**config.mk**
```make
export PLATFORM = sky130hd
export DESIGN_NAME = shiftadd_mul
export DESIGN_NICKNAME = d
export VERILOG_FILES = /design/src/rtl/shiftadd_mul_pkg.sv /design/src/rtl/shiftadd_mul_ctrl.sv /design/src/rtl/shiftadd_mul_addsub.sv /design/src/rtl/shiftadd_mul_dp.sv /design/src/rtl/shiftadd_mul.sv
export SDC_FILE = /design/constraint.sdc
export NUM_CORES = 1
export LEC_CHECK = 0
export BUFFER_PORTS_ARGS = -buffer_cell sky130_fd_sc_hd__buf_2
export CORE_ASPECT_RATIO = 1.25
export CORE_MARGIN = 2
export CORE_UTILIZATION = 62
export CTS_CLUSTER_DIAMETER = 200
export DETAILED_ROUTE_END_ITERATION = 6
export PLACE_DENSITY_LB_ADDON = 0.25
export SYNTH_ARGS = -nofsm -noshare
export SYNTH_HDL_FRONTEND = slang
export SYNTH_SLANG_ARGS = --single-unit
```
**constraint.sdc**
```tcl
create_clock -name clk -period 6.95 [get_ports clk]
set_input_delay 0.695 -clock clk [delete_from_list [all_inputs] [get_ports clk]]
set_output_delay 0.695 -clock clk [all_outputs]
set_load 0.01 [all_outputs]
```
**src/rtl/shiftadd_mul_pkg.sv**
```systemverilog
package shiftadd_mul_pkg;

  // Strobes from the sequencer to the datapath
  typedef struct packed {
    logic load;      // capture operands, clear upper half
    logic step;      // perform one add/shift iteration
    logic lastStep;  // this iteration consumes the multiplier's top bit
  } mulStrobes_t;

endpackage

```
**src/rtl/shiftadd_mul_ctrl.sv**
```systemverilog
module shiftadd_mul_ctrl
  import shiftadd_mul_pkg::*;
#(
  parameter int WIDTH = 32
) (
  input  logic        clk,
  input  logic        rstN,
  input  logic        start,
  output logic        busy,
  output logic        done,
  output mulStrobes_t strobes
);

  localparam int CNT_W = (WIDTH > 2) ? $clog2(WIDTH) : 1;
  localparam logic [CNT_W-1:0] LAST_CNT = CNT_W'(WIDTH - 1);

  logic             busyQ;
  logic             doneQ;
  logic [CNT_W-1:0] stepCnt;
  logic             accept;

  assign accept = start && !busyQ;

  always_comb begin
    strobes          = '0;
    strobes.load     = accept;
    strobes.step     = busyQ;
    strobes.lastStep = busyQ && (stepCnt == LAST_CNT);
  end

  always_ff @(posedge clk or negedge rstN) begin
    if (!rstN) begin
      busyQ   <= 1'b0;
      doneQ   <= 1'b0;
      stepCnt <= '0;
    end else begin
      doneQ <= strobes.lastStep;
      if (accept) begin
        busyQ   <= 1'b1;
        stepCnt <= '0;
      end else if (busyQ) begin
        stepCnt <= stepCnt + 1'b1;
        if (strobes.lastStep) busyQ <= 1'b0;
      end
    end
  end

  assign busy = busyQ;
  assign done = doneQ;

endmodule

```
**src/rtl/shiftadd_mul_addsub.sv**
```systemverilog
module shiftadd_mul_addsub #(
  parameter int WIDTH = 32
) (
  input  logic [WIDTH:0] partial,  // sign/zero-extended upper half
  input  logic [WIDTH:0] mcand,    // sign/zero-extended multiplicand
  input  logic           enable,   // current multiplier bit
  input  logic           subtract,
  output logic [WIDTH:0] result
);

  logic [WIDTH:0] operand;

  always_comb begin
    if (!enable)       operand = '0;
    else if (subtract) operand = ~mcand;
    else               operand = mcand;
    result = partial + operand + {{WIDTH{1'b0}}, enable && subtract};
  end

endmodule

```
**src/rtl/shiftadd_mul_dp.sv**
```systemverilog
module shiftadd_mul_dp
  import shiftadd_mul_pkg::*;
#(
  parameter int WIDTH = 32
) (
  input  logic             clk,
  input  logic             rstN,
  input  mulStrobes_t      strobes,
  input  logic             signedMode,
  input  logic [WIDTH-1:0] opA,
  input  logic [WIDTH-1:0] opB,
  output logic [WIDTH-1:0] prodHi,
  output logic [WIDTH-1:0] prodLo
);

  localparam int PW = 2 * WIDTH;

  logic [PW-1:0]    prodReg;
  logic [WIDTH-1:0] mcandReg;
  logic             sgnReg;
  logic [WIDTH-1:0] hiOut;
  logic [WIDTH-1:0] loOut;

  logic [WIDTH-1:0] upperHalf;
  logic             curBit;
  logic             doSub;
  logic [WIDTH:0]   extUpper;
  logic [WIDTH:0]   extMcand;
  logic [WIDTH:0]   stepSum;
  logic [PW-1:0]    nextProd;

  assign upperHalf = prodReg[PW-1:WIDTH];
  assign curBit    = prodReg[0];
  assign doSub     = sgnReg && strobes.lastStep;
  assign extUpper  = {sgnReg && upperHalf[WIDTH-1], upperHalf};
  assign extMcand  = {sgnReg && mcandReg[WIDTH-1], mcandReg};

  shiftadd_mul_addsub #(.WIDTH(WIDTH)) adder (
    .partial (extUpper),
    .mcand   (extMcand),
    .enable  (curBit),
    .subtract(doSub),
    .result  (stepSum)
  );

  // Extra adder bit (carry or true sign) enters at the top; multiplier bit leaves at the bottom
  assign nextProd = {stepSum, prodReg[WIDTH-1:1]};

  always_ff @(posedge clk or negedge rstN) begin
    if (!rstN) begin
      prodReg  <= '0;
      mcandReg <= '0;
      sgnReg   <= 1'b0;
      hiOut    <= '0;
      loOut    <= '0;
    end else if (strobes.load) begin
      prodReg  <= {{WIDTH{1'b0}}, opB};
      mcandReg <= opA;
      sgnReg   <= signedMode;
    end else if (strobes.step) begin
      prodReg <= nextProd;
      if (strobes.lastStep) begin
        hiOut <= nextProd[PW-1:WIDTH];
        loOut <= nextProd[WIDTH-1:0];
      end
    end
  end

  assign prodHi = hiOut;
  assign prodLo = loOut;

endmodule

```
**src/rtl/shiftadd_mul.sv**
```systemverilog
module shiftadd_mul
  import shiftadd_mul_pkg::*;
#(
  parameter int WIDTH = 32
) (
  input  logic             clk,
  input  logic             rstN,
  input  logic             start,
  input  logic             signedMode,
  input  logic [WIDTH-1:0] opA,
  input  logic [WIDTH-1:0] opB,
  output logic             busy,
  output logic             done,
  output logic [WIDTH-1:0] prodHi,
  output logic [WIDTH-1:0] prodLo
);

  mulStrobes_t strobes;

  shiftadd_mul_ctrl #(.WIDTH(WIDTH)) ctrl (
    .clk    (clk),
    .rstN   (rstN),
    .start  (start),
    .busy   (busy),
    .done   (done),
    .strobes(strobes)
  );

  shiftadd_mul_dp #(.WIDTH(WIDTH)) dp (
    .clk       (clk),
    .rstN      (rstN),
    .strobes   (strobes),
    .signedMode(signedMode),
    .opA       (opA),
    .opB       (opB),
    .prodHi    (prodHi),
    .prodLo    (prodLo)
  );

endmodule

```
==> Word level (Yosys, flattened, before mapping) <==
Cells that the tools add are included.
{ "classes": {"mux": 9, "reduce_logical": 9, "n_bitwise": 2, "n_eq_ne": 1, "addsub": 3} }
{ "ops": {"columns": ["operator", "count"], "rows": [
  ["$mux W64", 2],
  ["$mux W33", 2],
  ["$add A33 B1 Y33", 1],
  ["$add A33 B33 Y33", 1],
  ["$not A33 Y33", 1],
  ["$mux W5", 2],
  ["$logic_and A1 B1 Y1", 6],
  ["$add A5 B1 Y5 const B", 1],
  ["$eq A5 B5 Y1 const B", 1],
  ["$mux W1", 3],
  ["$reduce_and A3 Y1", 1],
  ["$reduce_bool A2 Y1", 1],
  ["$logic_not A1 Y1", 1],
  ["$not A1 Y1", 1]
]} }
{ "word_totals": {"reg_bits": 168} }

==> Longest topological paths before layout <==
{ "depth": {"depth_word": 9, "mapped_depth": 17} }

==> Modules after synthesis <==
Synthesis repeated with hierarchy kept, for this count alone.
{ "hier_totals": {"hier_cells": 806, "hier_area_um2": 9437.8} }
{ "modules_own_cells": {"columns": ["mod", "area_per_inst_um2", "cells_each", "instances", "seq_area_each_um2"], "rows": [
  ["shiftadd_mul_dp", 6651.4, 450, 1, 4028.9],
  ["shiftadd_mul_addsub", 2433.6, 326, 1, 0.0],
  ["shiftadd_mul_ctrl", 352.8, 30, 1, 175.2]
]} }

==> Worst setup path before layout <==
No wires, ideal clock.
{ "synth_path": {"kind": "register to register", "from": "register ctrl.stepCnt[0]", "to": "register dp.prodReg[53]", "period_less_slack_ps": 4161, "setup_ps": 122, "arrival_ps": 4039, "stages_incl_launch_ff": 17, "n_path_buf": 0, "path_slack_ps": 2789, "cell_sequence": "dfrtp_1 ha_1 and3_1 ha_1 nand2_1 clkinv_1 nand2_1 xnor2_1 and2_1 fa_1 fa_1 a21o_1 a221oi_2 or4_4 a211oi_1 or3_1 a32o_1"} }
{ "synth_via": {"elab_chain_len": 9, "elab_cells_between_ends": 10, "cone_classes": "add/sub: 2; eq/ne: 1; mux: 4; reduce/logical: 3"} }
{ "synth_rtl": {"columns": ["element", "line", "rtl"], "rows": [
  ["start, declared", "shiftadd_mul_ctrl.sv:19", "logic [CNT_W-1:0] stepCnt;"],
  ["start signal, assigned", "shiftadd_mul_ctrl.sv:42", "stepCnt <= stepCnt + 1'b1;"],
  ["$eq A5 B5 Y1 (*)", "shiftadd_mul_ctrl.sv:28", "strobes.lastStep = busyQ && (stepCnt == LAST_CNT);"],
  ["$logic_and A1 B1 Y1 (*)", "shiftadd_mul_ctrl.sv:28", null],
  ["$logic_and A1 B1 Y1 (*)", "shiftadd_mul_dp.sv:34", "assign doSub = sgnReg && strobes.lastStep;"],
  ["$mux W33", "shiftadd_mul_addsub.sv:15", "else if (subtract) operand = ~mcand;"],
  ["$mux W33", "shiftadd_mul_addsub.sv:14", "if (!enable) operand = '0;"],
  ["$add A33 B33 Y33", "shiftadd_mul_addsub.sv:17", "result = partial + operand + {{WIDTH{1'b0}}, enable && subtract};"],
  ["$add A33 B1 Y33 (*)", "shiftadd_mul_addsub.sv:17", null],
  ["$mux W64 (*)", "shiftadd_mul_dp.sv:60", "end else if (strobes.step) begin"],
  ["$mux W64 (*)", "shiftadd_mul_dp.sv:56", "end else if (strobes.load) begin"],
  ["end signal, assigned", "shiftadd_mul_dp.sv:57", "prodReg <= {{WIDTH{1'b0}}, opB};"],
  ["end signal, assigned", "shiftadd_mul_dp.sv:61", "prodReg <= nextProd;"],
  ["end, declared", "shiftadd_mul_dp.sv:18", "logic [PW-1:0] prodReg;"]
]} }
Every way passes the cells marked *; elsewhere a longest branch is shown, timed or not. The select of a mux whose other input is x is not followed.
A chain may end at the register's enable or synchronous reset.

==> Final worst setup path <==
{ "layout_path": {"from": "register ctrl.stepCnt[0]", "to": "register dp.prodReg[62]"} }
Same word-level chain as after synthesis.

==> metrics.csv <==
metric,value,unit
tns,0,ns
ctsResizeCount,0,
ctsHtreeMaxLevel,4,
core,14400,um2
num_rows,49,
grt_max_degree,94,
wl,21.4,mm
start_util,0.635,
tightest_slew,1.03,ns
synth_edf_count,0,
power_density,502,nW/um2
clock_latency,0.44,ns
ys_async_sr_fraction,1.00,
clock_sink_count,168,
vias_per_cell,5.98,
hold_path_class,in2async,
postPlaceCellArea,9870,um2
grt_pass1_vias,7166,
fin_skew,0.00933,ns
dp_hpwl,14.1,mm
max_cap_viol_count,0,
synth_ff_type,dfrtp_1,
firstDrtPassIters,5,
die_area,15800,um2
ioPinCount,134,
end_kind,flip-flop,
synth_area,9150,um2
ant_nets,0,
cts_buffers,17,
status,completed,
crit_buf_inv,2,
crit_top_cell,ha_1,
clock-root-buffer,clkbuf_16,
wl_per_cell,17.3,um
die_w,113,um
crit_path_start,ctrl.stepCnt[0]$_DFFE_PN0P_,
leakage,4.89,nW
cp.arrival,4.91,ns
grt_pass1_wl,35.0,mm
relSlewSlack,0.314,
rrSetupSlack,2.36,ns
clkTransAtPathRegs,0.07,ns
min_period,4.59,ns
avgSynthCellArea,9.74,um2
port_buffers,133,
synth-seq-cells,168,
critPathTopFamily,compound AO/OA/AOI/OAI gates,
drive_above_1_share,0.219,
worstPathCellList,ha_1 -> and3_1 -> ha_1 -> nand2_2 -> inv_2 -> nand2_2 -> buf_4 -> xnor2_1 -> and2_1 -> ha_1 -> a211oi_1 -> o211ai_1 -> a21oi_1 -> o22ai_1 -> or3_1 -> a32o_1,
period_share,0.661,
crit_fanout,21,
area_growth,14.4,%
finalHoldViolations,0,
postCtsSetupRepairBufs,0,
antenna_found_initial,0,
postSynthCellCount,940,
fin_nets,1148,
drt-initial-drc-count,561,
slowest_delay,0.67,ns
r2r_cells,16,
grt_usage,0.276,
synth.distinct_cells,68,
post-route-drc-count,0,
max_freq,218,MHz
ys_warn_count,0,
r2r-start,ctrl.stepCnt[0]$_DFFE_PN0P_,
worstSetupPathType,reg2reg,
gp_congestion,0.912,
grt_overflow_total,0,
stdcell_area,10500,um2
holdBufCountCts,0,
max-vdd-ir-drop,291,uV
grt_setup_unrepaired,false,
antenna-diode-count,0,
dieHeight,140,um
critPathLaunchType,flip-flop,
critPathSlowestCell,a21oi_1,
critPathRequiredTime,7.27,ns
synth_fp_nets,1043,
routed-via-count,7383,
cts_tree,built,
synth-seq-area-share,0.459,
setup_viol,0,
r2r_end,dp.prodReg[62]$_DFFE_PN0P_,
clock_path_buffers,2,
drv_slew,0,
==> cells by family (layout without fill, tap and decap cells) <==
logic type,after synthesis,in the layout,synth area share
xor+xnor,50,50,0.0478
compound gates,208,208,0.154
fa+ha+maj,35,35,0.0495
buf+inv,62,178,0.0303
simple gates,343,343,0.173
mux,74,74,0.0864
flops,168,168,0.459
==> cell usage after synthesis, types with 3 or more instances <==
cell / n / area share
nand2b_1: 3 / 0.0021
a31o_1: 3 / 0.0029
and4_1: 7 / 0.0067
o22ai_1: 4 / 0.0027
nor2_1: 24 / 0.0098
and2_1: 39 / 0.027
dfrtp_1: 168 / 0.46
nor4_1: 3 / 0.0021
nor2b_1: 4 / 0.0027
buf_4: 7 / 0.0057
mux2i_1: 34 / 0.037
o21a_1: 5 / 0.0041
clkbuf_1: 40 / 0.016
o21ai_1: 3 / 0.0016
o211ai_1: 7 / 0.0057
nand4_1: 14 / 0.0096
xor2_1: 6 / 0.0057
ha_1: 33 / 0.045
or2_2: 4 / 0.0027
a32o_1: 5 / 0.0055
mux2_2: 40 / 0.049
a31oi_1: 3 / 0.0021
a22o_1: 17 / 0.016
o31ai_1: 8 / 0.0066
nand3_1: 14 / 0.0077
inv_1: 6 / 0.0025
nand2_1: 204 / 0.084
or3_1: 7 / 0.0048
xnor2_1: 44 / 0.042
a21oi_1: 36 / 0.020
a21o_1: 11 / 0.0090
nor3_1: 8 / 0.0044
and3_1: 5 / 0.0034
a211oi_1: 7 / 0.0057
a22oi_1: 4 / 0.0033
o21bai_1: 5 / 0.0041
o21ai_0: 63 / 0.034
buf_2: 3 / 0.0016
==> sequential cells by signal, summed over array words and instances (netlist names) <==
register      flops
dp.sgnReg         1
dp.prodLo        32
ctrl.busy         1
dp.prodHi        32
ctrl.done         1
ctrl.stepCnt      5
dp.mcandReg      32
dp.prodReg       64
==> layout by cell type, fill, tap and decap left out, types with 6 or more instances in the layout <==
master	count
nand2_1	202
dfrtp_1	167
buf_2	132
o21ai_0	63
xnor2_1	44
mux2_2	40
and2_1	39
a21oi_1	36
mux2i_1	34
ha_1	33
nor2_1	23
a22o_1	17
clkbuf_16	17
nand3_1	14
nand4_1	14
a21o_1	11
nor3_1	8
o31ai_1	8
and4_1	7
o211ai_1	7
or3_1	7
a211oi_1	7
buf_4	7
inv_1	6
xor2_1	6
==> report_power, final <==
group          internal [mW]  leakage, nW  switching (mW)  total, mW
Combinational           1.09         2.63            1.38       2.47
Clock                  0.578        0.289           0.409      0.987
Sequential              1.45         1.97           0.342       1.79
==> final cells by class <==
cell class                 count  area, um2
clock buffer                  18        439
tap                          178        223
fill                        1064       3930
inverter                       8       30.0
clock inverter                12        166
sequential                   168       4210
timing repair buffer         140        724
multi-input combinational    710       4690
==> stage by stage <==
step	hold slack [ns]	total power, mW	setup slack (ns)	utilization	cells
floorplan	0.399	3.57	2.79	-	940
global placement	0.452	4.15	2.57	0.685	1204
detailed placement	0.457	4.24	2.46	0.685	1204
CTS	0.376	5.25	2.40	0.727	1234
global route	0.416	5.61	2.02	0.727	1234
finish	0.341	5.26	2.36	0.727	1234
==> worst max-delay path by stage <==
stage,slack [ns],to,cells after the start
detailed placement,2.46,dp.prodReg[53]$_DFFE_PN0P_,15
floorplan,2.79,dp.prodReg[53]$_DFFE_PN0P_,16
global route,2.02,dp.prodReg[62]$_DFFE_PN0P_,16
CTS,2.40,dp.prodReg[62]$_DFFE_PN0P_,16
global placement,2.57,dp.prodReg[62]$_DFFE_PN0P_,16
finish,2.36,dp.prodReg[62]$_DFFE_PN0P_,16
==> layer usage <==
layer / vias to the layer above / track usage / routed length [um]
met5: - / 0 / 0
met4: 0 / 0.102 / 456
met3: 47 / 0.0470 / 1210
met2: 282 / 0.460 / 10400
met1: 3509 / 0.364 / 9350
li1: 3545 / - / -
Power figures use the tool's default switching activity.
